$ cat src/rtl/bl_pwm_pkg.sv
package bl_pwm_pkg;

    typedef enum logic [1:0] {
        ST_IDLE  = 2'd0,
        ST_COUNT = 2'd1,
        ST_WRAP  = 2'd2
    } pwm_state_e;

    localparam logic [1:0] MUX_PWM = 2'b10;
    localparam int         BYTE_W  = 8;

endpackage

$ cat src/rtl/bl_pwm_regs.sv
module bl_pwm_regs
    import bl_pwm_pkg::*;
#(
    parameter int              ADDR_W    = 8,
    parameter logic [ADDR_W-1:0] BASE_ADDR = 8'h40,
    parameter int              SCL_W     = 16,
    parameter int              NUM_PINS  = 4,
    parameter int              PIN_IDX   = 3
) (
    input  logic                clk,
    input  logic                rst_n,
    input  logic [ADDR_W-1:0]   reg_addr,
    input  logic [BYTE_W-1:0]   reg_wdata,
    input  logic                reg_we,
    output logic [BYTE_W-1:0]   reg_rdata,
    output logic [BYTE_W-1:0]   pre_o,
    output logic [SCL_W-1:0]    scl_o,
    output logic [SCL_W-1:0]    lvl_o,
    output logic                en_o,
    output logic                inv_o,
    output logic [1:0]          mux_o
);

    localparam int SB      = SCL_W / BYTE_W;
    localparam int PIN_W   = 2 * NUM_PINS;
    localparam int MUX_LSB = 2 * PIN_IDX;
    localparam logic [ADDR_W-1:0] A_PRE = ADDR_W'(0);
    localparam logic [ADDR_W-1:0] A_CTL = ADDR_W'(1 + 2 * SB);
    localparam logic [ADDR_W-1:0] A_PIN = ADDR_W'(2 + 2 * SB);

    logic [ADDR_W-1:0] rel;
    logic [BYTE_W-1:0] pre_q;
    logic              en_q, inv_q;
    logic [PIN_W-1:0]  pin_q;
    logic [BYTE_W-1:0] scl_b [SB];
    logic [BYTE_W-1:0] lvl_b [SB];

    assign rel = reg_addr - BASE_ADDR;

    always_ff @(posedge clk or negedge rst_n) begin
        if (!rst_n) begin
            pre_q <= '0;
            en_q  <= 1'b0;
            inv_q <= 1'b0;
            pin_q <= '0;
        end else if (reg_we) begin
            if (rel == A_PRE) pre_q <= reg_wdata;
            if (rel == A_CTL) begin
                en_q  <= reg_wdata[1];
                inv_q <= reg_wdata[0];
            end
            if (rel == A_PIN) pin_q <= reg_wdata[PIN_W-1:0];
        end
    end

    for (genvar b = 0; b < SB; b++) begin : g_byte
        localparam logic [ADDR_W-1:0] A_S = ADDR_W'(1 + b);
        localparam logic [ADDR_W-1:0] A_L = ADDR_W'(1 + SB + b);
        always_ff @(posedge clk or negedge rst_n) begin
            if (!rst_n) begin
                scl_b[b] <= '0;
                lvl_b[b] <= '0;
            end else if (reg_we) begin
                if (rel == A_S) scl_b[b] <= reg_wdata;
                if (rel == A_L) lvl_b[b] <= reg_wdata;
            end
        end
        assign scl_o[BYTE_W*b +: BYTE_W] = scl_b[b];
        assign lvl_o[BYTE_W*b +: BYTE_W] = lvl_b[b];
    end

    always_comb begin
        reg_rdata = '0;
        if (rel == A_PRE) reg_rdata = pre_q;
        if (rel == A_CTL) reg_rdata = {6'b0, en_q, inv_q};
        if (rel == A_PIN) reg_rdata = BYTE_W'(pin_q);
        for (int b = 0; b < SB; b++) begin
            if (rel == ADDR_W'(1 + b))      reg_rdata = scl_b[b];
            if (rel == ADDR_W'(1 + SB + b)) reg_rdata = lvl_b[b];
        end
    end

    assign pre_o = pre_q;
    assign en_o  = en_q;
    assign inv_o = inv_q;
    assign mux_o = pin_q[MUX_LSB +: 2];

    AST_CTRL_UPPER_ZERO: assert property (@(posedge clk) disable iff (!rst_n)
        (rel == A_CTL) |-> (reg_rdata[7:2] == 6'b0));

    AST_CTRL_WRITE_EN: assert property (@(posedge clk) disable iff (!rst_n)
        (reg_we && rel == A_CTL) |=> (en_o == $past(reg_wdata[1])));

endmodule

$ cat src/rtl/bl_pwm_core.sv
module bl_pwm_core
    import bl_pwm_pkg::*;
#(
    parameter int SCL_W = 16
) (
    input  logic               clk,
    input  logic               rst_n,
    input  logic               en,
    input  logic [BYTE_W-1:0]  pre_div,
    input  logic [SCL_W-1:0]   scale,
    input  logic [SCL_W-1:0]   level,
    output logic               active_o,
    output pwm_state_e         state_o
);

    pwm_state_e        state_q, state_d;
    logic [BYTE_W-1:0] pc_q, pc_d;
    logic [SCL_W-1:0]  sc_q, sc_d;
    logic              params_ok, pc_last, sc_last;

    assign params_ok = (pre_div != '0) && (scale != '0);
    assign pc_last   = (pc_q >= pre_div - BYTE_W'(1));
    assign sc_last   = (sc_q >= scale - SCL_W'(1));

    always_comb begin
        state_d = state_q;
        pc_d    = pc_q;
        sc_d    = sc_q;
        if (!en) begin
            state_d = ST_IDLE;
            pc_d    = '0;
            sc_d    = '0;
        end else begin
            unique case (state_q)
                ST_IDLE, ST_WRAP: begin
                    state_d = params_ok ? ST_COUNT : ST_WRAP;
                    pc_d    = '0;
                    sc_d    = '0;
                end
                ST_COUNT: begin
                    if (!params_ok) begin
                        state_d = ST_WRAP;
                        pc_d    = '0;
                        sc_d    = '0;
                    end else if (pc_last) begin
                        pc_d = '0;
                        if (sc_last) begin
                            state_d = ST_WRAP;
                            sc_d    = '0;
                        end else begin
                            sc_d = sc_q + SCL_W'(1);
                        end
                    end else begin
                        pc_d = pc_q + BYTE_W'(1);
                    end
                end
                default: begin
                    state_d = ST_IDLE;
                    pc_d    = '0;
                    sc_d    = '0;
                end
            endcase
        end
    end

    always_ff @(posedge clk or negedge rst_n) begin
        if (!rst_n) begin
            state_q <= ST_IDLE;
            pc_q    <= '0;
            sc_q    <= '0;
        end else begin
            state_q <= state_d;
            pc_q    <= pc_d;
            sc_q    <= sc_d;
        end
    end

    always_comb begin
        active_o = (state_q == ST_COUNT) && (sc_q < level);
        state_o  = state_q;
    end

    AST_IDLE_HOLD: assert property (@(posedge clk) disable iff (!rst_n)
        !en |=> (state_q == ST_IDLE && pc_q == '0 && sc_q == '0));

    AST_ZERO_PARAM_WRAP: assert property (@(posedge clk) disable iff (!rst_n)
        (en && (pre_div == '0 || scale == '0)) |=> (state_q == ST_WRAP));

    AST_WRAP_ONE_TICK: assert property (@(posedge clk) disable iff (!rst_n)
        (state_q == ST_WRAP && en && params_ok) |=> (state_q == ST_COUNT));

endmodule

$ cat src/rtl/bl_pwm_pinmux.sv
module bl_pwm_pinmux
    import bl_pwm_pkg::*;
(
    input  logic [1:0] mux_sel,
    input  logic       pwm_i,
    output logic       pin_oe,
    output logic       pin_out
);

    always_comb begin
        pin_oe  = (mux_sel == MUX_PWM);
        pin_out = pin_oe & pwm_i;
    end

endmodule

$ cat src/rtl/bl_pwm_top.sv
module bl_pwm_top
    import bl_pwm_pkg::*;
#(
    parameter int          ADDR_W    = 8,
    parameter logic [7:0]  BASE_ADDR = 8'h40,
    parameter int          SCL_W     = 16,
    parameter int          NUM_PINS  = 4,
    parameter int          PIN_IDX   = 3
) (
    input  logic              clk,
    input  logic              rst_n,
    input  logic [ADDR_W-1:0] reg_addr,
    input  logic [7:0]        reg_wdata,
    input  logic              reg_we,
    output logic [7:0]        reg_rdata,
    output logic              pwm_o,
    output logic              pin_oe,
    output logic              pin_out
);

    localparam logic [ADDR_W-1:0] A_PIN = ADDR_W'(BASE_ADDR) + ADDR_W'(2 + 2 * (SCL_W / BYTE_W));
    localparam int MUX_LSB = 2 * PIN_IDX;

    logic [BYTE_W-1:0] pre_w;
    logic [SCL_W-1:0]  scl_w, lvl_w;
    logic              en_w, inv_w, active_w;
    logic [1:0]        mux_w;
    pwm_state_e        state_w;

    bl_pwm_regs #(
        .ADDR_W(ADDR_W), .BASE_ADDR(ADDR_W'(BASE_ADDR)), .SCL_W(SCL_W),
        .NUM_PINS(NUM_PINS), .PIN_IDX(PIN_IDX)
    ) u_regs (
        .clk(clk), .rst_n(rst_n), .reg_addr(reg_addr), .reg_wdata(reg_wdata),
        .reg_we(reg_we), .reg_rdata(reg_rdata), .pre_o(pre_w), .scl_o(scl_w),
        .lvl_o(lvl_w), .en_o(en_w), .inv_o(inv_w), .mux_o(mux_w)
    );

    bl_pwm_core #(.SCL_W(SCL_W)) u_core (
        .clk(clk), .rst_n(rst_n), .en(en_w), .pre_div(pre_w), .scale(scl_w),
        .level(lvl_w), .active_o(active_w), .state_o(state_w)
    );

    assign pwm_o = active_w ^ inv_w;

    bl_pwm_pinmux u_pinmux (
        .mux_sel(mux_w), .pwm_i(pwm_o), .pin_oe(pin_oe), .pin_out(pin_out)
    );

    AST_WRAP_INACTIVE: assert property (@(posedge clk) disable iff (!rst_n)
        (state_w == ST_WRAP) |-> (pwm_o == inv_w));

    AST_MUX_DRIVE: assert property (@(posedge clk) disable iff (!rst_n)
        (reg_we && reg_addr == A_PIN && reg_wdata[MUX_LSB +: 2] == MUX_PWM) |=> pin_oe);

    AST_MUX_RELEASE: assert property (@(posedge clk) disable iff (!rst_n)
        (reg_we && reg_addr == A_PIN && reg_wdata[MUX_LSB +: 2] != MUX_PWM) |=> !pin_oe);

endmodule

$ cat config.mk
export PLATFORM = sky130hd
export DESIGN_NAME = bl_pwm_top
export DESIGN_NICKNAME = d
export VERILOG_FILES = /design/src/rtl/bl_pwm_pkg.sv /design/src/rtl/bl_pwm_regs.sv /design/src/rtl/bl_pwm_core.sv /design/src/rtl/bl_pwm_pinmux.sv /design/src/rtl/bl_pwm_top.sv
export SDC_FILE = /design/constraint.sdc
export NUM_CORES = 1
export LEC_CHECK = 0
export BUFFER_PORTS_ARGS = -buffer_cell sky130_fd_sc_hd__buf_2
export CAP_MARGIN = 20
export CORE_ASPECT_RATIO = 1.25
export CORE_MARGIN = 2
export CORE_UTILIZATION = 67
export DETAILED_ROUTE_END_ITERATION = 8
export PLACE_DENSITY = 0.87
export SYNTH_ARGS = -nofsm -noshare
export SYNTH_HDL_FRONTEND = slang
export SYNTH_SLANG_ARGS = --single-unit
$ cat constraint.sdc
create_clock -name clk -period 6.65 [get_ports clk]
set_clock_uncertainty 0.05 [all_clocks]
set_input_delay 0.665 -clock clk [delete_from_list [all_inputs] [get_ports clk]]
set_output_delay 0.665 -clock clk [all_outputs]
set_load 0.1 [all_outputs]
* Word-level counts from Yosys, hierarchy flattened
Cells that the tools add are included.
** Operators by class
- $add $sub $neg :: 5
- Multipliers :: 0
- Divide/modulo/power cells :: 0
- $lt $le $gt $ge :: 3
- Eq/ne operators :: 11
- Shift-type cells :: 0
- Mux-type cells :: 22
- Bitwise operators :: 2
- Reductions and logical operators :: 15
** Operators by type and width (number)
- two-way mux 8 bit :: 11
- two-way mux 16 bit :: 5
- == test 8 x 3 -> 1 bit, second input constant :: 3
- adder 16 x 1 -> 16 bit, second input constant :: 1
- == test 8 x 2 -> 1 bit, second input constant :: 2
- greater-or-equal comparator 16 bit :: 1
- less-than comparator 16 bit :: 1
- AND reduction 2 bit :: 8
- nonzero test 16 bit :: 1
- subtractor 16 x 1 -> 16 bit, second input constant :: 1
- two-way mux 2 bit :: 5
- adder 8 x 1 -> 8 bit, second input constant :: 1
- == test 8 x 1 -> 1 bit, second input constant :: 1
- greater-or-equal comparator 8 bit :: 1
- logical NOT 8 bit :: 1
- inequality test 4 bit, second input constant :: 2
- nonzero test 8 bit :: 1
- subtractor 8 x 1 -> 8 bit, second input constant :: 1
- subtractor 8 x 7 -> 8 bit, second input constant :: 1
- == test 2 bit, second input constant :: 2
- case mux 2 bit (2 select lines) :: 1
- == test 2 x 1 -> 1 bit, second input constant :: 1
- logical AND 1 bit :: 2
- logical NOT 2 bit :: 1
- other kinds (3) :: 3
** Word-level totals
- Register bits :: 76
- Bits in latches :: 0
- RAM bits :: 0
- ROM bits :: 0
- Input bits :: 19
- Output and inout port bits :: 11
- Logic and storage cells :: 69
- Memories :: 0

* Longest topological paths before layout
Gate-level depths: netlist of the first run.
- Depth in word-level cells :: 9
- Depth in mapped cells :: 14
- Gate-level depth less buffers :: 13

* By module
From an unflattened synthesis of the first run, not the netlist that was laid out.
** Second synthesis, totals
- Cells, all modules :: 497
- Area, all modules :: 5077.4 sq um
** Modules (own cells, without submodules)
- bl_pwm_core :: instances 1, cells an instance 301, area an instance 2556.2 sq um, seq. area each 650.6 sq um
- bl_pwm_regs :: instances 1, cells an instance 193, area an instance 2497.4 sq um, seq. area each 1251.2 sq um
- bl_pwm_pinmux :: instances 1, cells an instance 2, area an instance 15.0 sq um, seq. area each 0.0 sq um
- bl_pwm_top :: instances 1, cells an instance 1, area an instance 8.8 sq um, seq. area each 0.0 sq um

* Least setup slack after synthesis of the first run
OpenSTA, ideal clock, no wires.
- Kind :: in2out
- Start point :: input port reg_addr[7]
- End point :: output port reg_rdata[4]
- Data arrival time :: 3.772 ns
- Data required time :: 5.935 ns
- Path slack :: 2.163 ns
- Stages :: 7
- Path through :: nand2b_1 > nor4_2 > and2b_1 > buf_4 > clkbuf_1 > a22oi_1 > o21ai_0
** Between the ends
- Longest elaborated chain between the ends :: 9
** Ends and longest elaborated chain
- start, declared :: RTL line bl_pwm_top.sv:12 : input logic [ADDR_W-1:0] reg_addr,
- subtractor 8 x 7 -> 8 bit (*) :: RTL line bl_pwm_regs.sv:38 : assign rel = reg_addr - BASE_ADDR;
- logical NOT 8 bit :: RTL line bl_pwm_regs.sv:74 : if (rel == A_PRE) reg_rdata = pre_q;
- two-way mux 8 bit :: RTL line bl_pwm_regs.sv:74
- two-way mux 8 bit :: RTL line bl_pwm_regs.sv:75 : if (rel == A_CTL) reg_rdata = {6'b0, en_q, inv_q};
- two-way mux 8 bit :: RTL line bl_pwm_regs.sv:76 : if (rel == A_PIN) reg_rdata = BYTE_W'(pin_q);
- two-way mux 8 bit :: RTL line bl_pwm_regs.sv:78 : if (rel == ADDR_W'(1 + b)) reg_rdata = scl_b[b];
- two-way mux 8 bit :: RTL line bl_pwm_regs.sv:79 : if (rel == ADDR_W'(1 + SB + b)) reg_rdata = lvl_b[b];
- two-way mux 8 bit :: RTL line bl_pwm_regs.sv:78
- two-way mux 8 bit (*) :: RTL line bl_pwm_regs.sv:79
- end, declared :: RTL line bl_pwm_top.sv:15 : output logic [7:0] reg_rdata,
Every way passes the cells marked *; elsewhere a longest branch is shown, timed or not.

* Worst setup path after layout of the first run
- Start point :: register u_regs.scl_b (netlist bit u_regs.scl_o[0])
- End point :: register u_core.sc_q[8]
** Between the ends
- Longest elaborated chain between the ends :: 7
** Ends and longest elaborated chain
- start, declared :: RTL line bl_pwm_regs.sv:35 : logic [BYTE_W-1:0] scl_b [SB];
- start signal, assigned by index :: RTL line bl_pwm_regs.sv:64 : if (rel == A_S) scl_b[b] <= reg_wdata;
- subtractor 16 x 1 -> 16 bit :: RTL line bl_pwm_core.sv:23 : assign sc_last = (sc_q >= scale - SCL_W'(1));
- greater-or-equal comparator 16 bit :: RTL line bl_pwm_core.sv:23
- two-way mux 16 bit :: RTL line bl_pwm_core.sv:47 : if (sc_last) begin
- two-way mux 16 bit :: RTL line bl_pwm_core.sv:45 : end else if (pc_last) begin
- two-way mux 16 bit :: RTL line bl_pwm_core.sv:41 : if (!params_ok) begin
- two-way mux 16 bit :: RTL line bl_pwm_core.sv:34 : unique case (state_q)
- two-way mux 16 bit :: RTL line bl_pwm_core.sv:29 : if (!en) begin
- end signal, assigned :: RTL line bl_pwm_core.sv:70 : sc_q <= '0;
- end signal, assigned :: RTL line bl_pwm_core.sv:74 : sc_q <= sc_d;
- end, declared :: RTL line bl_pwm_core.sv:18 : logic [SCL_W-1:0] sc_q, sc_d;
Several ways; a longest one is shown, not always the timed one. The select of a mux whose other input is x is not followed.
A chain may end at the register's enable or synchronous reset.

==> results.tsv, run 1 <==
stage	metric	value	unit
status	run status	complete, no violations	
power	P_int	0.0007421	W
timing	Final min period	3.851	ns
yosys	syn nets	578	
power	Switching Share	30.20	%
yosys	Netlist cell types	62	
global_route	met1 global-route usage	43.24	%
hold_path	hold crit path type	in2async	
routing	drt wl/cell	20.18	microns
global_route	gr usage total	34.17	%
cells_and_area	NumNets Final	602	
cells_and_area	final instance area	5575	sq um
yosys	yosys warns	0	
die	Row Count	35	
yosys	Post-Syn Area	5184	sq um
die	die height	102.3	microns
setup_path	Reg2Reg Depth	12	
timing	Final Hold Viols	0	
clocking	clock slew at reported path FFs	0.09	ns
routing	Vias/cell	6.522	
global_route	vias in the first global route	4293	
timing	Slew Viols, Final	0	
power	Power per Cell Area	190.7	nW/um^2
routing	DRC Markers	0	
setup_path	Worst setup SP type	flip-flop	
setup_path	Reg-to-Reg Start	u_regs.scl_o[0]	
die	Core Area	7445	sq um
cells_and_area	area of the multi-input gates	3078	sq um
cells_and_area	Layout area overhead	7.555	%
power	Comb pwr share	18.6	%
yosys	Post-Syn Instances	515	
setup_path	crit path from	u_regs.scl_o[0]	
timing	Max Freq	0.2597	GHz
timing	Finish-stage setup viols	0	
clocking	# resized after CTS	0	
routing	final antenna-violating net count	0	
global_route	met2 GRT Util	56.76	%
clocking	Clock H-tree levels	3	
placed_design	routability cong.	0.9405	
routing	initial drt markers	260	
clocking	postcts setup bufs	0	
yosys	flops & latches, synth	76	
placed_design	Cell Area, Placed	5366	sq um
timing	Tcrit/Tclk final	57.90	%
clocking	Clock Path Buffers	2	
power	clock share of power	34.7	%
yosys	Avg Synthesized Cell Area	10.07	sq um
timing	Rel. slew slack	33.24	%
yosys	Main synth FF type	dfrtp_1	
cells_and_area	# diodes	0	
die	Die ar.	8461	sq um
cells_and_area	share of cells above drive strength 1	22.98	%
routing	first-pass detailed-route iteration total	4	
global_route	met3 GRT Util	6.007	%
clocking	CTS root buffer	clkbuf_8	
clocking	CTS Buf Count	9	
setup_path	required time of the critical path	6.85	ns
yosys	sequential area share after synthesis	36.69	%
setup_path	WS Path Type	reg2reg	
placed_design	PortBufs	29	
timing	RSZ-0062 raised after global routing	false	
timing	Slew @ Worst Pin	0.9995	ns
cells_and_area	fill count	520	
global_route	initial antenna violation count	0	
setup_path	Crit path arrival time	4.05	ns
global_route	first-pass GRT wire length	21590	microns
global_route	largest net degree at the start of global routing	77	
die	IO Pins	30	
timing	Fin Setup TNS	0	ns
job	Max-Cap Viols	0	
setup_path	Worst setup EP type	flip-flop	
routing	drt total wl	12840	microns
power	sequential power share	46.7	%
power	Net Sw Power	0.0003211	W
global_route	gr busiest metal	met2	
routing	total vias in the final route	4148	
clocking	worst skew pair latency	0.36	ns
clocking	CTS tree	done	
power	Lkg Pwr	2.699	nW
placed_design	hpwl dp	9437	microns
die	Chip Width	82.68	microns
setup_path	internal reg-to-reg setup slack	2.80	ns
global_route	GRT overflow	0	
yosys	Post-synth EDFFs	0	
power	VDD IR max	181.9	uV
clocking	# clock sinks	76	
clocking	hold buffers post-CTS	0	
setup_path	Critical Path Fanout Max	16	
die	Initial Util	69.63	%
setup_path	RR Endpoint	u_core.sc_q[8]	
cells_and_area	area occupied by registers	1902	sq um
yosys	share of flip-flops with an asynchronous set or reset	100.0	%
## synth_stat cells (all sizes together), types with 2 or more instances
cell type,instances,share of area [%]
nand3b,2,0.29
a21o,9,1.3
o22ai,11,2.1
mux2,50,11
nand3,24,2.7
clkbuf,6,0.43
xnor2,13,2.2
a22oi,8,1.2
and2,3,0.36
a21boi,2,0.29
nor2,33,2.4
or3,2,0.24
inv,33,2.4
nor4,5,0.84
dfrtp,76,37
o211ai,2,0.29
nand2b,9,1.1
buf,10,1.1
o21ai,17,1.7
nor3,6,0.80
mux2i,7,1.4
nand4,11,1.3
o221a,2,0.43
or2,6,0.72
and3,7,0.84
ha,44,11
nor2b,7,0.84
nor3b,6,1.1
nand2,38,2.8
a31oi,10,1.2
a211oi,4,0.68
xor2,14,2.4
a21oi,19,1.8
a32oi,5,0.84
## power by group through the flow
stage	combinational [W]	sequential [W]	clock, W
after floorplan	0.000140	0.000498	0
after global placement	0.000182	0.000503	0
after detailed placement	0.000193	0.000504	0
after CTS	0.000197	0.000495	0.000368
after global routing	0.000220	0.000499	0.000387
final	0.000198	0.000496	0.000369
## layout make-up
type / count / area share [%]
Tap cell: 92 / 2.065
Inverter: 33 / 2.222
Clock buffer: 10 / 2.469
Timing Repair Buffer: 29 / 2.648
Sequential cell: 76 / 34.11
Clock inverter: 6 / 1.279
Multi-Input combinational cell: 390 / 55.21
## logic make-up after synthesis
| logic type | after synthesis | share of synthesized area [%] |
|---|---|---|
| AO/OA/AOI/OAI | 99 | 14.22 |
| adder cells (fa/ha/maj) | 44 | 10.62 |
| flip-flops | 76 | 36.69 |
| multiplexers | 57 | 12.79 |
| buffers and inverters | 49 | 3.934 |
| AND/OR/NAND/NOR | 163 | 17.19 |
| XOR/XNOR | 27 | 4.562 |
## layout by cell type, fill, tap and decap left out, types with 3 or more instances in the layout
master	instances
and3_1	7
o21ai_0	12
buf_2	28
nand3_1	22
dfrtp_1	76
nand2_1	38
mux2_2	41
a32oi_1	5
nor3_1	5
mux2_4	8
o22ai_1	5
o22ai_2	6
clkbuf_8	10
nor2b_1	7
or2_2	6
nor4_1	3
o21ai_1	4
ha_1	44
a21o_1	9
nor2_1	32
inv_1	33
a31oi_1	10
mux2i_1	7
and2_1	3
a21oi_1	19
nand2b_1	9
xnor2_1	13
a22oi_1	8
xor2_1	14
nor3b_1	4
a211oi_1	3
nand4_1	11
## registers in the layout, summed over array words and instances, names as in the netlist
name,cells
u_regs.inv_o,1
u_regs.pin_q,8
u_core.sc_q,16
u_core.state_o,2
u_regs.lvl_o,16
u_regs.pre_o,8
u_regs.scl_o,16
u_core.pc_q,8
u_regs.en_o,1
## worst max-delay path by stage
stage | end | cells past startpoint
3_3_place_gp | u_core.sc_q[8] | 12
2_1_floorplan | reg_rdata[4] | 7
5_1_grt | u_core.sc_q[8] | 12
4_1_cts | u_core.sc_q[8] | 12
3_5_place_dp | u_core.sc_q[8] | 12
6_report | u_core.sc_q[8] | 12
## metal layers
metal / up-vias / share of wire (%)
met3: 45 / 5.9
li1: 1917 / -
met5: - / 0
met1: 2000 / 39
met2: 186 / 50
met4: 0 / 4.6
## metrics by stage
step	power (W)	worst slack [ns]	cells	util [%]	hold WS, ns
after floorplan	0.0006371	2.163	515	-	0.3194
after global placement	0.0006851	3.041	620	72.08	0.4401
after detailed placement	0.0006972	2.888	620	72.08	0.4480
after CTS	0.001061	2.817	636	74.89	0.4427
after global routing	0.001105	2.460	636	74.89	0.4900
final	0.001063	2.799	636	74.89	0.4071
## critical path, stage by stage (launching register included)
cell and delay (ns):
dfrtp_1 0.42, inv_1 0.10, ha_1 0.18, nor3b_2 0.33
nand2_1 0.12, or4_1 0.43, xor2_1 0.17, ha_1 0.30
nand3_1 0.10, a21oi_1 0.09, nor4b_4 0.73, nand3_4 0.36
o41ai_2 0.36
(Power assumes the default switching activity.)
==> run 2: changes to the inputs <==
--- a/config.mk
+++ b/config.mk
@@ -9,9 +9,9 @@
 export CAP_MARGIN = 20
 export CORE_ASPECT_RATIO = 1.25
 export CORE_MARGIN = 2
-export CORE_UTILIZATION = 67
+export CORE_UTILIZATION = 56
 export DETAILED_ROUTE_END_ITERATION = 8
-export PLACE_DENSITY = 0.87
+export PLACE_DENSITY = 0.77
 export SYNTH_ARGS = -nofsm -noshare
 export SYNTH_HDL_FRONTEND = slang
 export SYNTH_SLANG_ARGS = --single-unit
==> constraint.sdc (replaced) <==
create_clock -name clk -period 3.2 [get_ports clk]
set_clock_uncertainty 0.05 [all_clocks]
set_input_delay 0.32 -clock clk [delete_from_list [all_inputs] [get_ports clk]]
set_output_delay 0.32 -clock clk [all_outputs]
set_load 0.1 [all_outputs]
==> run 2 against run 1 <==
Against the previous run:
- worst setup slack lost 2.8 ns
- register-to-register slack worse by 2.8 ns
- worst hold slack worse by 0.34 ns
- final area up 7.7%
- routed wire length grew 3.2%
- fmax increased by 22%
- die area increased by 19%
- count of clock-buffer cells in the layout unchanged
- sequential cell count unchanged
- combinational power grew 130%
- core utilization down 8.7 points
- critical endpoint is now u_core.sc_q[10]
- largest power group is now clock
==> results.tsv, run 2 (synthesis results as in run 1) <==
stage	metric	value	unit	change
status	run status	complete, no violations		unchanged
routing	drt wl/cell	19.15	microns	was 20.18 microns
setup_path	required time of the critical path	3.40	ns	was 6.85 ns
die	Initial Util	57.11	%	was 69.63%
timing	Slew Viols, Final	0		unchanged
clocking	clock slew at reported path FFs	0.06	ns	was 0.09 ns
clocking	worst skew pair latency	0.34	ns	was 0.36 ns
setup_path	RR Endpoint	u_core.sc_q[10]		was u_core.sc_q[8]
global_route	first-pass GRT wire length	21620	microns	was 21590 microns
cells_and_area	commonest non-fill, non-tap cells in the layout	dfrtp_1 (76), ha_1 (43), mux2_2 (41)		was dfrtp_1 (76), ha_1 (44), mux2_2 (41)
routing	final antenna-violating net count	0		unchanged
global_route	initial antenna violation count	0		unchanged
global_route	gr usage total	27.17	%	was 34.17%
placed_design	routability cong.	0.8759		was 0.9405
timing	Slew @ Worst Pin	0.9643	ns	was 0.9995 ns
routing	first-pass detailed-route iteration total	5		was 4
timing	Tcrit/Tclk final	98.68	%	was 57.90%
global_route	largest net degree at the start of global routing	77		unchanged
die	die height	111.6	microns	was 102.3 microns
placed_design	hpwl dp	9475	microns	was 9437 microns
setup_path	internal reg-to-reg setup slack	0.04	ns	was 2.80 ns
setup_path	WS Path Type	reg2reg		unchanged
routing	drt total wl	13250	microns	was 12840 microns
die	IO Pins	30		unchanged
cells_and_area	# diodes	0		unchanged
routing	DRC Markers	0		unchanged
power	Power per Cell Area	425.2	nW/um^2	was 190.7 nW/um^2
power	Lkg Pwr	2.889	nW	was 2.699 nW
cells_and_area	share of cells above drive strength 1	28.30	%	was 22.98%
hold_path	hold crit path type	in2async		unchanged
clocking	Clock Path Buffers	2		unchanged
setup_path	Worst setup SP type	flip-flop		unchanged
die	Die ar.	10050	sq um	was 8461 sq um
timing	Final min period	3.158	ns	was 3.851 ns
die	Row Count	39		was 35
timing	Rel. slew slack	35.71	%	was 33.24%
clocking	Clock H-tree levels	3		unchanged
clocking	hold buffers post-CTS	0		unchanged
global_route	GRT overflow	0		unchanged
setup_path	Crit path arrival time	3.35	ns	was 4.05 ns
timing	Finish-stage setup viols	0		unchanged
timing	Final Hold Viols	0		unchanged
job	Max-Cap Viols	0		unchanged
cells_and_area	commonest non-fill, non-tap cell in the layout	dfrtp_1		unchanged
placed_design	PortBufs	29		unchanged
timing	Max Freq	0.3167	GHz	was 0.2597 GHz
routing	Vias/cell	6.136		was 6.522
cells_and_area	NumNets Final	627		was 602
cells_and_area	fin cells	692		was 636
clocking	CTS Buf Count	9		unchanged
routing	total vias in the final route	4246		was 4148
global_route	vias in the first global route	4323		was 4293
power	VDD IR max	367.7	uV	was 181.9 uV
die	Chip Width	90.06	microns	was 82.68 microns
setup_path	Worst setup EP type	flip-flop		unchanged
clocking	# clock sinks	76		unchanged
routing	initial drt markers	158		was 260
setup_path	Reg-to-Reg Start	u_regs.scl_o[0]		unchanged
clocking	CTS tree	done		unchanged
placed_design	placed cell count	665		was 620
die	Core Area	9076	sq um	was 7445 sq um
setup_path	Critical Path Fanout Max	8		was 16
clocking	CTS root buffer	clkbuf_16		was clkbuf_8
cells_and_area	Layout area overhead	15.86	%	was 7.555%
cells_and_area	final core utilization	66.17	%	was 74.89%
setup_path	Reg2Reg Depth	13		was 12
-- run 2: changes by cell type in the layout (fill, tap and decap cells not counted), moves of 4 or more --
cell,before,now
o21ai_0,12,6
clkbuf_8,10,1
o21ai_1,4,10
buf_6,0,4
clkbuf_16,0,9
buf_4,1,22
-- run 2: worst max-delay path, stage by stage, from the launching register on --
cell and delay, ns:
dfrtp_1 0.41, inv_2 0.10, ha_4 0.15, nor3b_4 0.24, nand2_1 0.11, or4_4 0.42
xor2_1 0.17, ha_1 0.21, a21oi_1 0.23, a21oi_2 0.11, nor4b_4 0.26, buf_4 0.17
nand3_4 0.14, o31ai_1 0.29
-- run 2: layer usage --
layer / wire, microns / share of wire, % / track usage [%] / vias up
met2: 6686 / 50 / 45.71 / 132
li1: - / - / - / 1965
met4: 559 / 4.2 / 15.38 / 0
met1: 5459 / 41 / 33.81 / 2111
met3: 548 / 4.1 / 3.518 / 38
met5: 0 / 0 / 0 / -
-- run 2: report_power, final --
group | switching, W | leakage (nW) | internal (W)
sequential | 0.0000406 | 1.05 | 0.000992
combinational | 0.000252 | 1.69 | 0.000198
clock | 0.000439 | 0.146 | 0.000632
-- run 2: layout make-up --
type | count | area (sq um)
Multi-Input combinational cell | 390 | 3161
Timing Repair Buffer | 54 | 355.3
Inverter | 33 | 123.9
Sequential cell | 76 | 1902
Clock buffer | 10 | 239.0
Tap cell | 123 | 153.9
Clock inverter | 6 | 71.32
Fill cell | 708 | 3070
-- run 2: through the flow --
step | hold slack (ns) | power [W] | worst slack (ns) | area [sq um] | setup TNS, ns
finish | 0.06403 | 0.002553 | 0.04215 | 6006 | 0
global route | 0.1551 | 0.002649 | -0.1323 | 6006 | -0.8780
CTS | 0.1213 | 0.002525 | 0.007228 | 5831 | 0
detailed placement | 0.4528 | 0.001465 | 0.04421 | 5518 | 0
global placement | 0.4401 | 0.001449 | 0.1573 | 5518 | 0
floorplan | -0.02559 | 0.001325 | 0.1123 | 5191 | 0
-- run 2: worst max path at each step --
stage | from | to | slack, ns | cells after the start
floorplan | u_regs.pin_q[6] | pin_out | 0.11 | 5
global placement | u_regs.scl_o[0] | u_core.sc_q[2] | 0.16 | 13
detailed placement | u_regs.scl_o[0] | u_core.sc_q[8] | 0.04 | 12
CTS | u_regs.scl_o[0] | u_core.sc_q[8] | 0.007 | 12
global route | u_regs.scl_o[0] | u_core.sc_q[10] | -0.13 | 13
finish | u_regs.scl_o[0] | u_core.sc_q[10] | 0.04 | 13
-- run 2: what timing repair did --
item | in CTS | in global routing
buffers inserted | 0 | 10
resized for setup | 1 | 21
gates cloned | 0 | 1
pin swaps | 0 | 5
endpoints found under the setup margin | 1 | 20
